--- src/rtl/lin_resp_pkg.sv ---
package lin_resp_pkg;

  typedef enum logic [1:0] {
    ACT_IGNORE    = 2'd0,
    ACT_PUBLISH   = 2'd1,
    ACT_SUBSCRIBE = 2'd2
  } resp_act_e;

  typedef enum logic [1:0] {
    ST_IDLE = 2'd0,
    ST_TX   = 2'd1,
    ST_RX   = 2'd2
  } resp_st_e;

  // 8-bit add with the carry folded back into bit 0
  function automatic logic [7:0] csum_add(input logic [7:0] a, input logic [7:0] b);
    logic [8:0] s;
    s = {1'b0, a} + {1'b0, b};
    return s[7:0] + {7'd0, s[8]};
  endfunction

endpackage

--- src/rtl/lin_id_decode.sv ---
module lin_id_decode
  import lin_resp_pkg::*;
#(
  parameter int ID_W      = 6,
  parameter int LW        = 4,
  parameter int SHORT_LEN = 2,
  parameter int MID_LEN   = 4,
  parameter int LONG_LEN  = 8,
  parameter logic [(1<<ID_W)-1:0] PUB_MASK = '0,
  parameter logic [(1<<ID_W)-1:0] SUB_MASK = '0
) (
  input  logic [ID_W-1:0] id,
  output resp_act_e       act,
  output logic [LW-1:0]   len
);

  always_comb begin
    if (PUB_MASK[id])      act = ACT_PUBLISH;
    else if (SUB_MASK[id]) act = ACT_SUBSCRIBE;
    else                   act = ACT_IGNORE;
  end

  always_comb begin
    case (id[ID_W-1:ID_W-2])
      2'b10:   len = LW'(MID_LEN);
      2'b11:   len = LW'(LONG_LEN);
      default: len = LW'(SHORT_LEN);
    endcase
  end

endmodule

--- src/rtl/lin_uart_tx.sv ---
module lin_uart_tx #(
  parameter int CLKS_PER_BIT = 16
) (
  input  logic       clk,
  input  logic       rst_n,
  input  logic       start,
  input  logic [7:0] data,
  input  logic       line_rx,
  output logic       line_tx,
  output logic       done,
  output logic       err
);

  localparam int CW   = $clog2(CLKS_PER_BIT);
  localparam int MIDC = CLKS_PER_BIT / 2;

  logic          busy_q, busy_d;
  logic [9:0]    sh_q, sh_d;
  logic [3:0]    bit_q, bit_d;
  logic [CW-1:0] cnt_q, cnt_d;
  logic          done_q, done_d;
  logic          err_q, err_d;

  always_comb begin
    busy_d = busy_q;
    sh_d   = sh_q;
    bit_d  = bit_q;
    cnt_d  = cnt_q;
    done_d = 1'b0;
    err_d  = 1'b0;
    if (!busy_q) begin
      if (start) begin
        busy_d = 1'b1;
        sh_d   = {1'b1, data, 1'b0};
        bit_d  = '0;
        cnt_d  = '0;
      end
    end else if (cnt_q == CW'(MIDC) && line_rx != sh_q[0]) begin
      busy_d = 1'b0;
      err_d  = 1'b1;
    end else if (cnt_q == CW'(CLKS_PER_BIT - 1)) begin
      cnt_d = '0;
      sh_d  = {1'b1, sh_q[9:1]};
      if (bit_q == 4'd9) begin
        busy_d = 1'b0;
        done_d = 1'b1;
      end else begin
        bit_d = bit_q + 4'd1;
      end
    end else begin
      cnt_d = cnt_q + CW'(1);
    end
  end

  always_ff @(posedge clk or negedge rst_n) begin
    if (!rst_n) begin
      busy_q <= 1'b0;
      sh_q   <= '1;
      bit_q  <= '0;
      cnt_q  <= '0;
      done_q <= 1'b0;
      err_q  <= 1'b0;
    end else begin
      busy_q <= busy_d;
      sh_q   <= sh_d;
      bit_q  <= bit_d;
      cnt_q  <= cnt_d;
      done_q <= done_d;
      err_q  <= err_d;
    end
  end

  assign line_tx = !busy_q | sh_q[0];
  assign done    = done_q;
  assign err     = err_q;

endmodule

--- src/rtl/lin_uart_rx.sv ---
module lin_uart_rx #(
  parameter int CLKS_PER_BIT = 16,
  parameter int TIMEOUT_CLKS = 320
) (
  input  logic       clk,
  input  logic       rst_n,
  input  logic       en,
  input  logic       line_rx,
  output logic       byte_vld,
  output logic [7:0] byte_out,
  output logic       timeout
);

  localparam int CW   = $clog2(CLKS_PER_BIT);
  localparam int TW   = $clog2(TIMEOUT_CLKS + 1);
  localparam int MIDC = CLKS_PER_BIT / 2;

  logic          act_q, act_d;
  logic [3:0]    bit_q, bit_d;
  logic [CW-1:0] cnt_q, cnt_d;
  logic [7:0]    sh_q, sh_d;
  logic [TW-1:0] wait_q, wait_d;
  logic          vld_q, vld_d;
  logic          tmo_q, tmo_d;

  always_comb begin
    act_d  = act_q;
    bit_d  = bit_q;
    cnt_d  = cnt_q;
    sh_d   = sh_q;
    wait_d = wait_q;
    vld_d  = 1'b0;
    tmo_d  = 1'b0;
    if (!en) begin
      act_d  = 1'b0;
      wait_d = '0;
    end else if (!act_q) begin
      if (!line_rx) begin
        act_d = 1'b1;
        cnt_d = '0;
        bit_d = '0;
      end else if (wait_q == TW'(TIMEOUT_CLKS - 1)) begin
        tmo_d  = 1'b1;
        wait_d = '0;
      end else begin
        wait_d = wait_q + TW'(1);
      end
    end else begin
      if (cnt_q == CW'(MIDC)) begin
        if (bit_q == 4'd0) begin
          if (line_rx) act_d = 1'b0;
        end else if (bit_q == 4'd9) begin
          act_d  = 1'b0;
          wait_d = '0;
          vld_d  = 1'b1;
        end else begin
          sh_d = {line_rx, sh_q[7:1]};
        end
      end
      if (cnt_q == CW'(CLKS_PER_BIT - 1)) begin
        cnt_d = '0;
        bit_d = bit_q + 4'd1;
      end else begin
        cnt_d = cnt_q + CW'(1);
      end
    end
  end

  always_ff @(posedge clk or negedge rst_n) begin
    if (!rst_n) begin
      act_q  <= 1'b0;
      bit_q  <= '0;
      cnt_q  <= '0;
      sh_q   <= '0;
      wait_q <= '0;
      vld_q  <= 1'b0;
      tmo_q  <= 1'b0;
    end else begin
      act_q  <= act_d;
      bit_q  <= bit_d;
      cnt_q  <= cnt_d;
      sh_q   <= sh_d;
      wait_q <= wait_d;
      vld_q  <= vld_d;
      tmo_q  <= tmo_d;
    end
  end

  assign byte_vld = vld_q;
  assign byte_out = sh_q;
  assign timeout  = tmo_q;

endmodule

--- src/rtl/lin_resp_ctrl.sv ---
module lin_resp_ctrl
  import lin_resp_pkg::*;
#(
  parameter int CLKS_PER_BIT = 16,
  parameter int TIMEOUT_CLKS = 320,
  parameter int ID_W         = 6,
  parameter int SHORT_LEN    = 2,
  parameter int MID_LEN      = 4,
  parameter int LONG_LEN     = 8,
  parameter logic [(1<<ID_W)-1:0] PUB_MASK = 64'h0000_0000_FFFF_0000,
  parameter logic [(1<<ID_W)-1:0] SUB_MASK = 64'h0000_0000_0000_FFFF,
  localparam int AW = $clog2(LONG_LEN),
  localparam int LW = $clog2(LONG_LEN + 1)
) (
  input  logic            clk,
  input  logic            rst_n,
  input  logic            id_valid,
  input  logic [ID_W-1:0] id,
  input  logic            app_we,
  input  logic [AW-1:0]   app_addr,
  input  logic [7:0]      app_wdata,
  output logic [7:0]      app_rdata,
  input  logic            lin_rx,
  output logic            lin_tx,
  output logic            busy,
  output logic            done,
  output logic            csum_err,
  output logic            bit_err,
  output logic            rx_valid
);

  resp_act_e     dec_act;
  logic [LW-1:0] dec_len;

  lin_id_decode #(
    .ID_W(ID_W), .LW(LW), .SHORT_LEN(SHORT_LEN), .MID_LEN(MID_LEN),
    .LONG_LEN(LONG_LEN), .PUB_MASK(PUB_MASK), .SUB_MASK(SUB_MASK)
  ) u_dec (
    .id (id),
    .act(dec_act),
    .len(dec_len)
  );

  resp_st_e      st_q, st_d;
  logic [LW-1:0] idx_q, idx_d;
  logic [LW-1:0] len_q, len_d;
  logic [7:0]    sum_q, sum_d;
  logic          txs_q, txs_d;
  logic          done_q, done_d;
  logic          cerr_q, cerr_d;
  logic          berr_q, berr_d;
  logic          rxv_q, rxv_d;
  logic [7:0]    buf_q [LONG_LEN];
  logic          bw_en;
  logic [AW-1:0] bw_addr;
  logic [7:0]    bw_data;

  logic       tx_done, tx_err;
  logic [7:0] tx_data;
  logic       rx_vld, rx_tmo;
  logic [7:0] rx_byte;
  logic [7:0] cur_byte;

  assign cur_byte = buf_q[idx_q[AW-1:0]];
  assign tx_data  = (idx_q == len_q) ? ~sum_q : cur_byte;

  lin_uart_tx #(.CLKS_PER_BIT(CLKS_PER_BIT)) u_tx (
    .clk    (clk),
    .rst_n  (rst_n),
    .start  (txs_q),
    .data   (tx_data),
    .line_rx(lin_rx),
    .line_tx(lin_tx),
    .done   (tx_done),
    .err    (tx_err)
  );

  lin_uart_rx #(.CLKS_PER_BIT(CLKS_PER_BIT), .TIMEOUT_CLKS(TIMEOUT_CLKS)) u_rx (
    .clk     (clk),
    .rst_n   (rst_n),
    .en      (st_q == ST_RX),
    .line_rx (lin_rx),
    .byte_vld(rx_vld),
    .byte_out(rx_byte),
    .timeout (rx_tmo)
  );

  // Sequencer next state
  always_comb begin
    st_d   = st_q;
    idx_d  = idx_q;
    len_d  = len_q;
    sum_d  = sum_q;
    txs_d  = 1'b0;
    done_d = 1'b0;
    cerr_d = cerr_q;
    berr_d = berr_q;
    rxv_d  = rxv_q;
    bw_en  = 1'b0;
    bw_addr = app_addr;
    bw_data = app_wdata;
    case (st_q)
      ST_IDLE: begin
        if (id_valid && dec_act != ACT_IGNORE) begin
          idx_d  = '0;
          len_d  = dec_len;
          sum_d  = '0;
          cerr_d = 1'b0;
          berr_d = 1'b0;
          if (dec_act == ACT_PUBLISH) begin
            st_d  = ST_TX;
            txs_d = 1'b1;
          end else begin
            st_d  = ST_RX;
            rxv_d = 1'b0;
          end
        end
      end
      ST_TX: begin
        if (tx_err) begin
          berr_d = 1'b1;
          st_d   = ST_IDLE;
        end else if (tx_done) begin
          if (idx_q == len_q) begin
            done_d = 1'b1;
            st_d   = ST_IDLE;
          end else begin
            sum_d = csum_add(sum_q, cur_byte);
            idx_d = idx_q + LW'(1);
            txs_d = 1'b1;
          end
        end
      end
      ST_RX: begin
        if (rx_tmo) begin
          st_d = ST_IDLE;
        end else if (rx_vld) begin
          if (idx_q == len_q) begin
            done_d = 1'b1;
            st_d   = ST_IDLE;
            if (rx_byte == ~sum_q) rxv_d  = 1'b1;
            else                   cerr_d = 1'b1;
          end else begin
            bw_en   = 1'b1;
            bw_addr = idx_q[AW-1:0];
            bw_data = rx_byte;
            sum_d   = csum_add(sum_q, rx_byte);
            idx_d   = idx_q + LW'(1);
          end
        end
      end
      default: st_d = ST_IDLE;
    endcase
  end

  always_ff @(posedge clk or negedge rst_n) begin
    if (!rst_n) begin
      st_q   <= ST_IDLE;
      idx_q  <= '0;
      len_q  <= '0;
      sum_q  <= '0;
      txs_q  <= 1'b0;
      done_q <= 1'b0;
      cerr_q <= 1'b0;
      berr_q <= 1'b0;
      rxv_q  <= 1'b0;
    end else begin
      st_q   <= st_d;
      idx_q  <= idx_d;
      len_q  <= len_d;
      sum_q  <= sum_d;
      txs_q  <= txs_d;
      done_q <= done_d;
      cerr_q <= cerr_d;
      berr_q <= berr_d;
      rxv_q  <= rxv_d;
    end
  end

  // Local buffer: received bytes take priority over application writes
  generate
    for (genvar g = 0; g < LONG_LEN; g++) begin : g_buf
      logic hit_rx, hit_app;
      assign hit_rx  = bw_en && (bw_addr == AW'(g));
      assign hit_app = app_we && (app_addr == AW'(g));
      always_ff @(posedge clk or negedge rst_n) begin
        if (!rst_n)       buf_q[g] <= '0;
        else if (hit_rx)  buf_q[g] <= bw_data;
        else if (hit_app) buf_q[g] <= app_wdata;
      end
    end
  endgenerate

  assign app_rdata = buf_q[app_addr];
  assign busy      = (st_q != ST_IDLE);
  assign done      = done_q;
  assign csum_err  = cerr_q;
  assign bit_err   = berr_q;
  assign rx_valid  = rxv_q;

endmodule

--- config.mk ---
export PLATFORM = sky130hd
export DESIGN_NAME = lin_resp_ctrl
export DESIGN_NICKNAME = d
export VERILOG_FILES = /design/src/rtl/lin_resp_pkg.sv /design/src/rtl/lin_id_decode.sv /design/src/rtl/lin_uart_tx.sv /design/src/rtl/lin_uart_rx.sv /design/src/rtl/lin_resp_ctrl.sv
export SDC_FILE = /design/constraint.sdc
export NUM_CORES = 1
export LEC_CHECK = 0
export ABC_AREA = 0
export BUFFER_PORTS_ARGS = -buffer_cell sky130_fd_sc_hd__buf_2
export CAP_MARGIN = 20
export CORE_ASPECT_RATIO = 1.5
export CORE_MARGIN = 2
export CORE_UTILIZATION = 51
export CTS_CLUSTER_DIAMETER = 50
export DETAILED_ROUTE_END_ITERATION = 8
export PLACE_DENSITY = 0.68
export SYNTH_ARGS = -nofsm -noshare
export SYNTH_HDL_FRONTEND = slang
export SYNTH_SLANG_ARGS = --single-unit
export TNS_END_PERCENT = 1
--- constraint.sdc ---
create_clock -name clk -period 4.96 [get_ports clk]
set_input_delay 0.248 -clock clk [delete_from_list [all_inputs] [get_ports clk]]
set_output_delay 0.248 -clock clk [all_outputs]
set_load 0.05 [all_outputs]
==> run metrics <==
Leak=4.15 nW; syn_nets=929; Startpoint Class=flop; H-Tree Depth=4; clock latency on the worst-skew pair=0.43 ns; Slowest-stage cell, CP=dfrtp_1; clock buffer depth=2; clock sinks=134; register area=3360 um^2; number of DRC markers in iteration 0=354; post-synth top area cell=dfrtp_1; Mapped Area=8540 um^2; area grow syn2layout=11.2%; gr ovfl total=0; Placer Congestion=0.866; crit end category=flop; worst-path cell chain=buf_4 > buf_4 > mux4_2 > mux2_2 > ha_1 > o311ai_1 > a21oi_1 > o21ai_0 > nand2b_1 > ha_1 > ha_1 > and2_1 > nand4_1 > xnor2_1 > a22oi_1 > o21ai_0; critical path type=flop to flop; Post-synth EDFFs=0; post-CTS setup buffers=0; CP max stage delay=0.85 ns; Final Critical Period=4.37 ns; width of the die=110 um; compound-cell area share of the yosys netlist=13.3%; Yosys reg bits=134; unrepaired setup endpoints after global routing=no; critical path peak fanout=16; Layout fillers=1406; CTS tree=yes; worst-margin pin slew=1.11 ns; Seq/Total Area, Yosys=39.4%; DRT Wirelength=21300 um; Primary FF master, synth=dfrtp_1; largest family of logic cells by synthesized area=multiplexers; Post-Synth Adder-Cell Area=5.60%; Max Clk Rate=229 MHz; minimum hold slack=0.0823 ns; die area=17800 um^2; Initial Util=52.5%; total power=4.97 mW; Die Y=162 um; DPL Wire Length=14700 um; VDD IR max=315 uV; IO Pins=36; vias in the first global route=6686; CTS Buf Count=17; Mean Syn Cell Area=9.81 um^2; Tightest Hold Check Type=input port to flop; max-slew violation count=0; CTS root buffer=clkbuf_16; Async SR Flop Fraction=100%; Hold Vio Cnt, Final=0; Vias=6616; final count of negative-setup-slack endpoints=0; Power per Cell Area=524 nW/um^2; dpl ws=0.608 ns; initial antenna violation count=0; setup TNS=0 ns; Data arrival, critical path=4.67 ns; mux cell area share after synthesis=19.2%; top-count cell post-synth=dfrtp_1; layout cells sized above 1=17.1%; Synth cell types=61; IO Port Bufs=31; Crit path top cell by count=ha_1; reg-to-reg setup timing slack=0.59 ns; clock skew=0.00735 ns; DP Area=8760 um^2; post-synth top area share=36.6%; fin crit share=88.0%; Max transition margin=25.5%; GRT Overall Usage=25.4%; Max Cap Viol=0; final worst setup slack=0.595 ns; ANT nets after route=0; cell count after synthesis=870; multi-input logic area=4820 um^2; Cell Rows=57; Routed WL per cell=19.5 um; drt pass-1 iters=5; ANT cells=0; Yosys Warn Count=0; status=completed; Worst-path clk slew=0.06 ns; Core Region=16300 um^2; largest net degree at the start of global routing=95; Vias/cell=6.08; Post-synth top cells=dfrtp_1, nand2_1, nor2_1, o21ai_0, mux2i_1; Post-route DRC=0; Final nets=929; Simple-Gate Fraction of Synth Area=15.2%; first-pass GRT wire length=34700 um; XOR/XNOR Fraction of Synth Area=2.98%; WP data required=5.26 ns; fin area=9490 um^2; synth top area cells=dfrtp_1, mux4_2, mux2i_1
[critical path: cells and delay by family, from the launching register on]
kind	cells	cell delay [ns]
compound gates	5	0.73
xor+xnor	1	0.16
fa+ha+maj	3	0.73
buf+inv	2	0.51
flops	1	0.85
mux	2	0.84
simple gates	3	0.40
[layer usage]
layer  vias up  GRT usage (%)  routed length, um
met2       180           44.0              11200
li1       3121              -                  -
met3        52           3.72                760
met5         -              0                  0
met4         0           11.2                775
met1      3263           31.1               8560
[cell usage in the layout (no fill, tap or decap), types with 27 or more instances in the layout]
| cell | Yosys | final |
|---|---|---|
| dfrtp_1 | 125 | 125 |
| nand2_1 | 91 | 91 |
| nor2_1 | 74 | 74 |
| o21ai_0 | 72 | 72 |
| mux2i_1 | 66 | 66 |
| a21oi_1 | 53 | 53 |
| ha_1 | 35 | 35 |
| mux4_2 | 32 | 32 |
| buf_2 | 14 | 30 |
| nand3_1 | 27 | 27 |
[state kept, by name (all words and copies together) (netlist names), 2 cells and up]
| signal | cells |
|---|---|
| u_rx.bit_q | 4 |
| u_tx.sh_q | 9 |
| idx_q | 4 |
| len_q | 3 |
| sum_q | 8 |
| u_rx.cnt_q | 4 |
| u_rx.wait_q | 9 |
| u_rx.byte_out | 8 |
| u_tx.bit_q | 4 |
| st_q | 2 |
| u_tx.cnt_q | 4 |
| buf_q | 64 |
[report_power, final]
group	leakage [nW]	total, mW	switching, mW	internal (mW)
sequential	1.64	1.65	0.289	1.36
clock	0.334	1.51	0.514	0.999
combinational	2.17	1.81	1.03	0.784
[cell type report]
| cell class | count | share of cell area, % |
|---|---|---|
| clock inverters | 15 | 2.89 |
| flip-flops and latches | 134 | 35.5 |
| repair buffers | 42 | 2.64 |
| well taps | 206 | 2.72 |
| inverters | 26 | 1.03 |
| multi-input cells | 649 | 50.8 |
| clock buffers | 17 | 4.48 |
[logic make-up after synthesis]
family,Yosys count
simple gates,269
compound gates,193
flops,134
mux,121
buf+inv,87
fa+ha+maj,37
xor+xnor,29
[final timing paths]
check                                     startpoint                         to  cells past startpoint
worst max-delay path            idx_q[0]$_DFFE_PN0P_       sum_q[6]$_DFFE_PN0P_                     16
worst min-delay path                           id[4]       rx_valid$_DFFE_PN0P_                      3
worst max register to register  idx_q[0]$_DFFE_PN0P_       sum_q[6]$_DFFE_PN0P_                     16
worst min register to register  len_q[1]$_DFFE_PN0P_       len_q[1]$_DFFE_PN0P_                      1
max in group asynchronous                      rst_n       buf_q[8]$_DFFE_PN0P_                      3
min in group asynchronous                      rst_n  u_rx.bit_q[0]$_DFFE_PN0P_                      2
[stage by stage]
step / instances / utilization [%]
finish: 1089 / 58.4
global route: 1089 / 58.4
CTS: 1087 / 58.2
detailed placement: 1054 / 53.9
global placement: 1054 / 53.9
floorplan: 870 / -
[timing repair]
action	in CTS	in global routing
gates resized for setup	0	0
endpoints found under the hold margin	84	0
hold buffers	1	0
Note: power is estimated with default switching activity, not from simulation.
